[src/rtl/flsc_pkg.sv]
package flsc_pkg;
  localparam int REG_W       = 16;
  localparam int NUM_FLAG    = 4;
  localparam int INT_MASTER  = 15;
  localparam int INT_EVT_LO  = 4;
  localparam int STAT_ERR_LO = 10;
  localparam int CFG_POL_BIT = 6;
  localparam int CFG_RDY_BIT = 7;
  localparam int CFG_RD_MASK_W = 5;

  localparam logic [REG_W-1:0] CFG_RST_VAL  = 16'h40C0;
  localparam logic [REG_W-1:0] INT_COLD_VAL = 16'h8080;
  localparam logic [REG_W-1:0] INT_WARM_VAL = 16'h8010;

  typedef enum logic [1:0] {
    SEL_CFG  = 2'd0,
    SEL_INT  = 2'd1,
    SEL_CMD  = 2'd2,
    SEL_STAT = 2'd3
  } reg_sel_e;

  typedef enum logic [1:0] {
    CK_ISSUE = 2'd0,
    CK_CORE_RST = 2'd1,
    CK_BAD = 2'd2
  } cmd_kind_e;

  function automatic cmd_kind_e classify_cmd(input logic [REG_W-1:0] c);
    case (c)
      16'h0000, 16'h0013, 16'h0080, 16'h001A, 16'h001B,
      16'h0023, 16'h0027, 16'h002A, 16'h002C, 16'h0071,
      16'h0094, 16'h0095, 16'h00B0, 16'h0030, 16'h0065:
        return CK_ISSUE;
      16'h00F0, 16'h00F3:
        return CK_CORE_RST;
      default:
        return CK_BAD;
    endcase
  endfunction
endpackage

[src/rtl/flsc_cmd_gate.sv]
module flsc_cmd_gate
  import flsc_pkg::*;
#(
  parameter int W = REG_W
) (
  input  logic         wr_cmd,
  input  logic [W-1:0] cmd_val,
  input  logic         master_pend,
  output logic         accept,
  output logic         issue_req,
  output logic         core_rst,
  output logic         bad_cmd
);
  cmd_kind_e kind;

  always_comb begin
    kind      = classify_cmd(cmd_val);
    accept    = wr_cmd && !master_pend;
    issue_req = accept && (kind == CK_ISSUE);
    core_rst  = accept && (kind == CK_CORE_RST);
    bad_cmd   = accept && (kind == CK_BAD);
  end
endmodule

[src/rtl/flsc_irq_regs.sv]
module flsc_irq_regs
  import flsc_pkg::*;
#(
  parameter int W  = REG_W,
  parameter int NF = NUM_FLAG
) (
  input  logic          clk,
  input  logic          rst,
  input  logic          warm,
  input  logic          wr_int,
  input  logic [W-1:0]  wr_data,
  input  logic          done_vld,
  input  logic [NF-1:0] done_evt,
  input  logic [NF-1:0] done_err,
  input  logic          bad_cmd,
  output logic [W-1:0]  int_q,
  output logic [W-1:0]  stat_q
);
  logic [W-1:0] int_d, stat_d;

  always_comb begin
    int_d  = int_q;
    stat_d = stat_q;
    if (wr_int) begin
      int_d = int_q & wr_data;
      if (!int_d[INT_MASTER])
        stat_d[STAT_ERR_LO +: NF] = '0;
    end
    if (bad_cmd) begin
      stat_d[STAT_ERR_LO] = 1'b1;
      int_d[INT_MASTER]   = 1'b1;
    end
    if (done_vld) begin
      int_d[INT_MASTER]         = 1'b1;
      int_d[INT_EVT_LO +: NF]   = int_d[INT_EVT_LO +: NF] | done_evt;
      stat_d[STAT_ERR_LO +: NF] = stat_d[STAT_ERR_LO +: NF] | done_err;
    end
  end

  always_ff @(posedge clk) begin
    if (rst) begin
      int_q  <= INT_COLD_VAL;
      stat_q <= '0;
    end else if (warm) begin
      int_q  <= INT_WARM_VAL;
      stat_q <= '0;
    end else begin
      int_q  <= int_d;
      stat_q <= stat_d;
    end
  end
endmodule

[src/rtl/flsc_cfg_pins.sv]
module flsc_cfg_pins
  import flsc_pkg::*;
#(
  parameter int W = REG_W
) (
  input  logic         clk,
  input  logic         rst,
  input  logic         warm,
  input  logic         wr_cfg,
  input  logic [W-1:0] wr_data,
  input  logic         int_master,
  output logic [W-1:0] cfg_q,
  output logic         irq,
  output logic         ready
);
  always_ff @(posedge clk) begin
    if (rst || warm)
      cfg_q <= CFG_RST_VAL;
    else if (wr_cfg)
      cfg_q <= wr_data;
  end

  always_ff @(posedge clk) begin
    if (rst) begin
      irq   <= 1'b1;
      ready <= 1'b1;
    end else begin
      irq   <= int_master ^ ~cfg_q[CFG_POL_BIT];
      ready <= cfg_q[CFG_RDY_BIT];
    end
  end
endmodule

[src/rtl/flsc_ctrl.sv]
module flsc_ctrl
  import flsc_pkg::*;
#(
  parameter int W  = REG_W,
  parameter int NF = NUM_FLAG
) (
  input  logic          clk,
  input  logic          rst,
  input  logic          warm_rst,
  input  logic          wr_en,
  input  logic [1:0]    wr_sel,
  input  logic [W-1:0]  wr_data,
  input  logic          rd_en,
  input  logic [1:0]    rd_sel,
  output logic [W-1:0]  rd_data,
  input  logic          done_vld,
  input  logic [NF-1:0] done_evt,
  input  logic [NF-1:0] done_err,
  output logic          irq,
  output logic          ready,
  output logic          cmd_issue,
  output logic [W-1:0]  cmd_code
);
  localparam logic [W-1:0] CFG_RD_MASK = ~W'((1 << CFG_RD_MASK_W) - 1);

  logic [W-1:0] int_reg, stat_reg, cfg_reg, cmd_reg;
  logic accept, issue_req, core_rst, bad_cmd, warm;
  logic wr_cmd, wr_int, wr_cfg;

  assign wr_cmd = wr_en && (wr_sel == SEL_CMD);
  assign wr_int = wr_en && (wr_sel == SEL_INT);
  assign wr_cfg = wr_en && (wr_sel == SEL_CFG);
  assign warm   = warm_rst || core_rst;

  flsc_cmd_gate #(.W(W)) u_gate (
    .wr_cmd(wr_cmd), .cmd_val(wr_data), .master_pend(int_reg[INT_MASTER]),
    .accept(accept), .issue_req(issue_req), .core_rst(core_rst), .bad_cmd(bad_cmd)
  );

  flsc_irq_regs #(.W(W), .NF(NF)) u_regs (
    .clk(clk), .rst(rst), .warm(warm), .wr_int(wr_int), .wr_data(wr_data),
    .done_vld(done_vld), .done_evt(done_evt), .done_err(done_err),
    .bad_cmd(bad_cmd), .int_q(int_reg), .stat_q(stat_reg)
  );

  flsc_cfg_pins #(.W(W)) u_cfg (
    .clk(clk), .rst(rst), .warm(warm), .wr_cfg(wr_cfg), .wr_data(wr_data),
    .int_master(int_reg[INT_MASTER]), .cfg_q(cfg_reg), .irq(irq), .ready(ready)
  );

  always_ff @(posedge clk) begin
    if (rst || warm) begin
      cmd_reg   <= '0;
      cmd_issue <= 1'b0;
    end else begin
      cmd_issue <= issue_req;
      if (accept)
        cmd_reg <= wr_data;
    end
  end

  assign cmd_code = cmd_reg;

  always_ff @(posedge clk) begin
    if (rst) begin
      rd_data <= '0;
    end else if (rd_en) begin
      case (rd_sel)
        SEL_CFG: rd_data <= cfg_reg & CFG_RD_MASK;
        SEL_INT: rd_data <= int_reg;
        SEL_CMD: rd_data <= cmd_reg;
        default: rd_data <= stat_reg;
      endcase
    end
  end
endmodule

[config.mk]
export PLATFORM = sky130hd
export DESIGN_NAME = flsc_ctrl
export DESIGN_NICKNAME = d
export VERILOG_FILES = /design/src/rtl/flsc_pkg.sv /design/src/rtl/flsc_cmd_gate.sv /design/src/rtl/flsc_irq_regs.sv /design/src/rtl/flsc_cfg_pins.sv /design/src/rtl/flsc_ctrl.sv
export SDC_FILE = /design/constraint.sdc
export NUM_CORES = 1
export LEC_CHECK = 0
export ABC_AREA = 1
export BUFFER_PORTS_ARGS = -buffer_cell sky130_fd_sc_hd__buf_2
export CORE_MARGIN = 3
export CORE_UTILIZATION = 53
export CTS_CLUSTER_DIAMETER = 40
export DETAILED_ROUTE_END_ITERATION = 8
export PLACE_DENSITY_LB_ADDON = 0.08
export SETUP_SLACK_MARGIN = 0.1
export SLEW_MARGIN = 5
export SYNTH_ARGS = -nofsm -noshare
export SYNTH_HDL_FRONTEND = slang
export SYNTH_SLANG_ARGS = --single-unit
[constraint.sdc]
create_clock -name clk -period 1.62 [get_ports clk]
set_input_delay 0.486 -clock clk [delete_from_list [all_inputs] [get_ports clk]]
set_output_delay 0.486 -clock clk [all_outputs]
set_load 0.005 [all_outputs]
* After elaboration in Yosys (flattened, before gate mapping)
Cells that the tools add are included.
Word-level totals: register bits 71, bits in latches 0, bits in writable memories 0, memory bits (read-only) 0, input bits 34, output and inout bits 35, memories kept 0
Operators by class: add/subtract/negate cells 0, $mul 0, divide/modulo/power cells 0, order comparisons 0, equality and inequality tests 22, shifts and indexed selects 0, mux-type cells 9, bitwise logic cells 5, reduce and logical (&&, ||, !) cells 18
Operator list (number):
- $eq 16x8->1 const B | 6
- $eq 16x6->1 const B | 5
- $eq 16x5->1 const B | 3
- $pmux 16 s3 | 1
- $eq 16x7->1 const B | 2
- $and 16x16->16 | 1
- $logic_not 16->1 | 1
- $mux 16 | 1
- $mux 4 | 4
- $reduce_or 15->1 | 1
- $mux 8 | 1
- $or 4x4->4 | 2
- $logic_and 1x1->1 | 7
- $eq 2x1->1 const B | 3
- $eq 2x2->1 const B | 3
- $logic_not 2->1 | 3
- $pmux 2 s2 | 1
- $reduce_or 2->1 | 2
- $reduce_or 4->1 | 1
- $logic_or 1x1->1 | 2
- $logic_not 1->1 | 1
- $mux 1 | 1
- $not 1->1 | 1
- $xor 1x1->1 | 1

* Depth between registers and ports, before layout
depth in word-level cells 8, gate-level depth with buffers 11

* Hierarchy
From an unflattened synthesis, not the netlist that was laid out.
Second synthesis, totals: cell total of the unflattened synthesis 522, area, all modules 3478.3 µm²
By module, submodules not included:
- flsc_ctrl | times used 1, cells an instance 250, area an instance 1611.5 µm², sequential area each 660.6 µm²
- flsc_irq_regs | times used 1, cells an instance 97, area an instance 820.8 µm², sequential area each 400.4 µm²
- flsc_cfg_pins | times used 1, cells an instance 104, area an instance 729.4 µm², sequential area each 360.3 µm²
- flsc_cmd_gate | times used 1, cells an instance 71, area an instance 316.6 µm², sequential area each 0.0 µm²

* Worst setup path before layout
OpenSTA, ideal clock, no wires.
path type input to register, start point input wr_en, end point register u_regs.int_q[0], data arrival time 1367 ps, slack 136 ps, cell stages on the path 8, buffers on the path 1, cells stage by stage nand2_1 nor3_4 nand4_1 nand2_2 nor2_4 inv_4 buf_6 nor2_1
On the way: cells in the longest elaborated chain, start to end 5
Ends and longest elaborated chain:
- from (decl) | RTL line flsc_ctrl.sv:10 | input logic wr_en,
- $logic_and 1x1->1 | RTL line flsc_ctrl.sv:30 | assign wr_cmd = wr_en && (wr_sel == SEL_CMD);
- $logic_and 1x1->1 | RTL line flsc_cmd_gate.sv:18 | accept = wr_cmd && !master_pend;
- $logic_and 1x1->1 | RTL line flsc_cmd_gate.sv:20 | core_rst = accept && (kind == CK_CORE_RST);
- $logic_or 1x1->1 | RTL line flsc_ctrl.sv:33 | assign warm = warm_rst || core_rst;
- $reduce_or 2->1 (no source line)
- to (signal assigned) | RTL line flsc_irq_regs.sv:48 | int_q <= int_d;
- to (decl) | RTL line flsc_irq_regs.sv:16 | output logic [W-1:0] int_q,
Several ways; a longest one is shown, not always the timed one. A chain may end at the register's enable or synchronous reset.

* Worst setup path in the final report
start point input wr_data[14], end point register u_cfg.cfg_q[15]
On the way: cells in the longest elaborated chain, start to end 7
Ends and longest elaborated chain:
- from (decl) | RTL line flsc_ctrl.sv:12 | input logic [W-1:0] wr_data,
- $eq 16x5->1, or another cell as far along | RTL line flsc_pkg.sv:29 | case (c)
- $reduce_or 15->1 or $reduce_or 2->1 (tied branches) | RTL line flsc_pkg.sv:29
- $pmux 2 s2 (*) | RTL line flsc_pkg.sv:29
- $eq 2x1->1 (*) | RTL line flsc_cmd_gate.sv:20
- $logic_and 1x1->1 (*) | RTL line flsc_cmd_gate.sv:20
- $logic_or 1x1->1 (*) | RTL line flsc_ctrl.sv:33
- $logic_or 1x1->1 (*) | RTL line flsc_cfg_pins.sv:17 | if (rst || warm)
- to (signal assigned) | RTL line flsc_cfg_pins.sv:20 | cfg_q <= wr_data;
- to (decl) | RTL line flsc_cfg_pins.sv:12 | output logic [W-1:0] cfg_q,
Every way passes the cells marked *; elsewhere a longest branch is shown, timed or not.

==> results by group <==
Outcome
  – Outcome: finished, final reports clean

CTS
  – Root Driver: clkbuf_8
  – Clk buf depth: 2
  – Clock Latency Late Sink: 340 ps
  – Hold-fix buffers, CTS: 0
  – Clk sinks: 66
  – Max H-tree Level: 3
  – CTS tree: yes
  – CTS buffer count: 9
  – # resized after CTS: 0
  – Post-CTS setup buffers: 0
  – Worst-path clk slew: 70 ps

STA
  – Worst-margin pin slew: 466 ps
  – Final WS setup: 203 ps
  – Clock skew: 5.17 ps
  – Final worst-path cycle share: 0.875
  – Slew headroom: 0.689
  – Setup tns final: 0 ps
  – Final hold vios: 0
  – Slew Viols, Final: 0
  – RSZ-0062 raised after global routing: false
  – Fin crit period: 1420 ps
  – Fin Hold WS: 401 ps
  – Fmax: 706 MHz
  – # setup viols final: 0

Synth
  – Number of synthesized flops with an enable pin: 0
  – Synth Flop Type: dfxtp_1
  – Compound-Gate Fraction of Synth Area: 0.176
  – Count leader, synth: nand2_1
  – Largest cells by area after synthesis: dfxtp_1 46%, nand2_1 16%, a21oi_1 7.1%, nor2_1 5.7%, nand3_1 4.7%
  – Cell count after synthesis: 407
  – Simple logic cell fraction of the synthesized area: 0.288
  – Post-Syn Area: 2890 um2
  – Sequential-to-total area share from yosys stat: 0.458
  – Warnings from Yosys: 0
  – Yosys cell types: 27
  – Post-Synth XOR/XNOR Area: 0
  – FF+latch count, synth: 66
  – List of most frequent post-synthesis cells: 125 x nand2_1, 66 x dfxtp_1, 44 x nor2_1
  – Syn Area/Cell: 7.09 um2
  – Multiplexer share of the synthesized area: 0
  – Adder-Cell Fraction of Synth Area: 0
  – Ys async rst share: 0
  – Syn nets: 441
  – Post-synth top area cell: dfxtp_1
  – Post-synth top area share: 0.458
  – Largest family of logic cells by synthesized area: simple AND/OR/NAND/NOR gates

Final layout
  – Fin util: 0.744
  – Nets: 556
  – Antenna cells: 0
  – Layout cell share with drive strength beyond 1: 0.279
  – Non-filler instance count after layout: 596
  – Area grow syn2layout: 33.4%

Floorplanning
  – Rows: 26
  – I/O Pins: 69
  – Core ar.: 5170 um2
  – Die Height: 79.8 um
  – Die Wd: 79.8 um
  – Initial core utilization: 0.558
  – Die Area: 6360 um2

Place
  – DP Cell Count: 581
  – Placer Congestion: 0.851
  – PortBufs: 68
  – HPWL Detailed: 6020 um
  – Pre-CTS setup slack: -140 ps

Critical path
  – Critical Path Fanout Max: 16
  – Setup crit end kind: flip-flop
  – Worst path required time: 1850 ps
  – WS Path Type: input pin to flip-flop
  – WP data arrival: 1650 ps
  – Startpoint Class: input pin

Global routing
  – GRT Util Overall: 0.269
  – Largest net degree at the start of global routing: 19
  – Vias in the first global route: 2701
  – Antenna violations before repair: 0
  – First-pass GRT wire length: 13100 um
  – GR Overflow Total: 0

Pwr
  – P_leak: 1.74 nW
  – VDD IR max: 553 uV
  – Pwr dens: 883 nW/um2

Flow run
  – Max cap viols: 0

Routing
  – Detail Route Antenna Nets: 0
  – Vias after detailed routing: 3072
  – DRT iter0 DRCs: 183
  – Drt wl/cell: 13.7 um
  – First-pass DRT Iterations: 5
  – DRC: 0
  – Vias per std cell: 5.15
  – Final wirelength: 8140 um

Hold path
  – HP Class: input pin to flip-flop
## cell families after synthesis
| logic type | after synthesis |
|---|---|
| AOI/OAI and AO/OA | 87 |
| DFF | 66 |
| and+or+nand+nor | 204 |
| buffers and inverters | 50 |
## placed cells by master, fill, tap and decap left out, drive strengths merged
cell      n
dfxtp    66
nand3    27
a221oi    3
inv      32
o21ai    20
nand2   126
a31oi     5
nor3      3
nor2     46
or2       1
a21oi    46
buf     121
nand4     1
clkbuf   12
clkinv    3
o211ai    9
bufinv    1
a22oi     4
## per-stage QoR
| step | power [mW] | instance area (um2) |
|---|---|---|
| 2_1_floorplan | 1.87 | 2890 |
| 3_3_place_gp | 2.09 | 3660 |
| 3_5_place_dp | 2.09 | 3660 |
| 4_1_cts | 3.40 | 3850 |
| 5_1_grt | 3.53 | 3850 |
| 6_report | 3.40 | 3850 |
## flip-flops by register name (all words and copies together) (netlist names)
register and flops:
cmd_code 16, u_regs.int_q 16, u_cfg.irq 1, u_cfg.ready 1, u_regs.stat_q 4, cmd_issue 1
u_cfg.cfg_q 11, rd_data 16
## per-layer routing
| layer | vias to the layer above | part of all wire | track usage | routed length (um) |
|---|---|---|---|---|
| li1 | 1564 | - | - | - |
| met1 | 1394 | 0.45 | 0.367 | 3700 |
| met2 | 101 | 0.46 | 0.420 | 3780 |
| met3 | 13 | 0.065 | 0.0553 | 528 |
| met4 | 0 | 0.017 | 0.101 | 139 |
| met5 | - | 0 | 0 | 0 |
## power breakdown
part,switching (mW),leakage [nW],internal (mW)
combinational,0.216,1.11,0.176
clock,0.598,0.0962,0.740
sequential,0.0141,0.536,1.65
## critical path: stages
cell	delay, ps
buf_2	110
nor2_1	150
nand2_1	70
nor2_1	200
nand4_1	180
nand2_2	130
nor2_4	50
inv_4	90
buf_12	140
a21oi_1	50
## layout make-up
cell class	count	area (um2)
fill	427	1320
sequential	66	1320
clock buffer	12	145
multi-input combinational	291	1340
clock inverter	3	40.0
tap	70	87.6
timing repair buffer	121	788
inverter	33	126
## worst paths after layout
check / end / cells after the start / start / slack, ps
setup reg to reg: u_cfg.cfg_q[15]$_SDFFE_PP0P_ / 7 / u_regs.int_q[15]$_SDFFE_PP1P_ / 210
hold reg to reg: u_regs.int_q[13]$_SDFFE_PP0P_ / 2 / u_regs.int_q[13]$_SDFFE_PP0P_ / 460
setup / recovery: u_cfg.cfg_q[15]$_SDFFE_PP0P_ / 10 / wr_data[14] / 200
hold / removal: u_regs.int_q[5]$_SDFF_PP0_ / 3 / done_evt[1] / 400
Note: power is estimated with default switching activity, not from simulation.
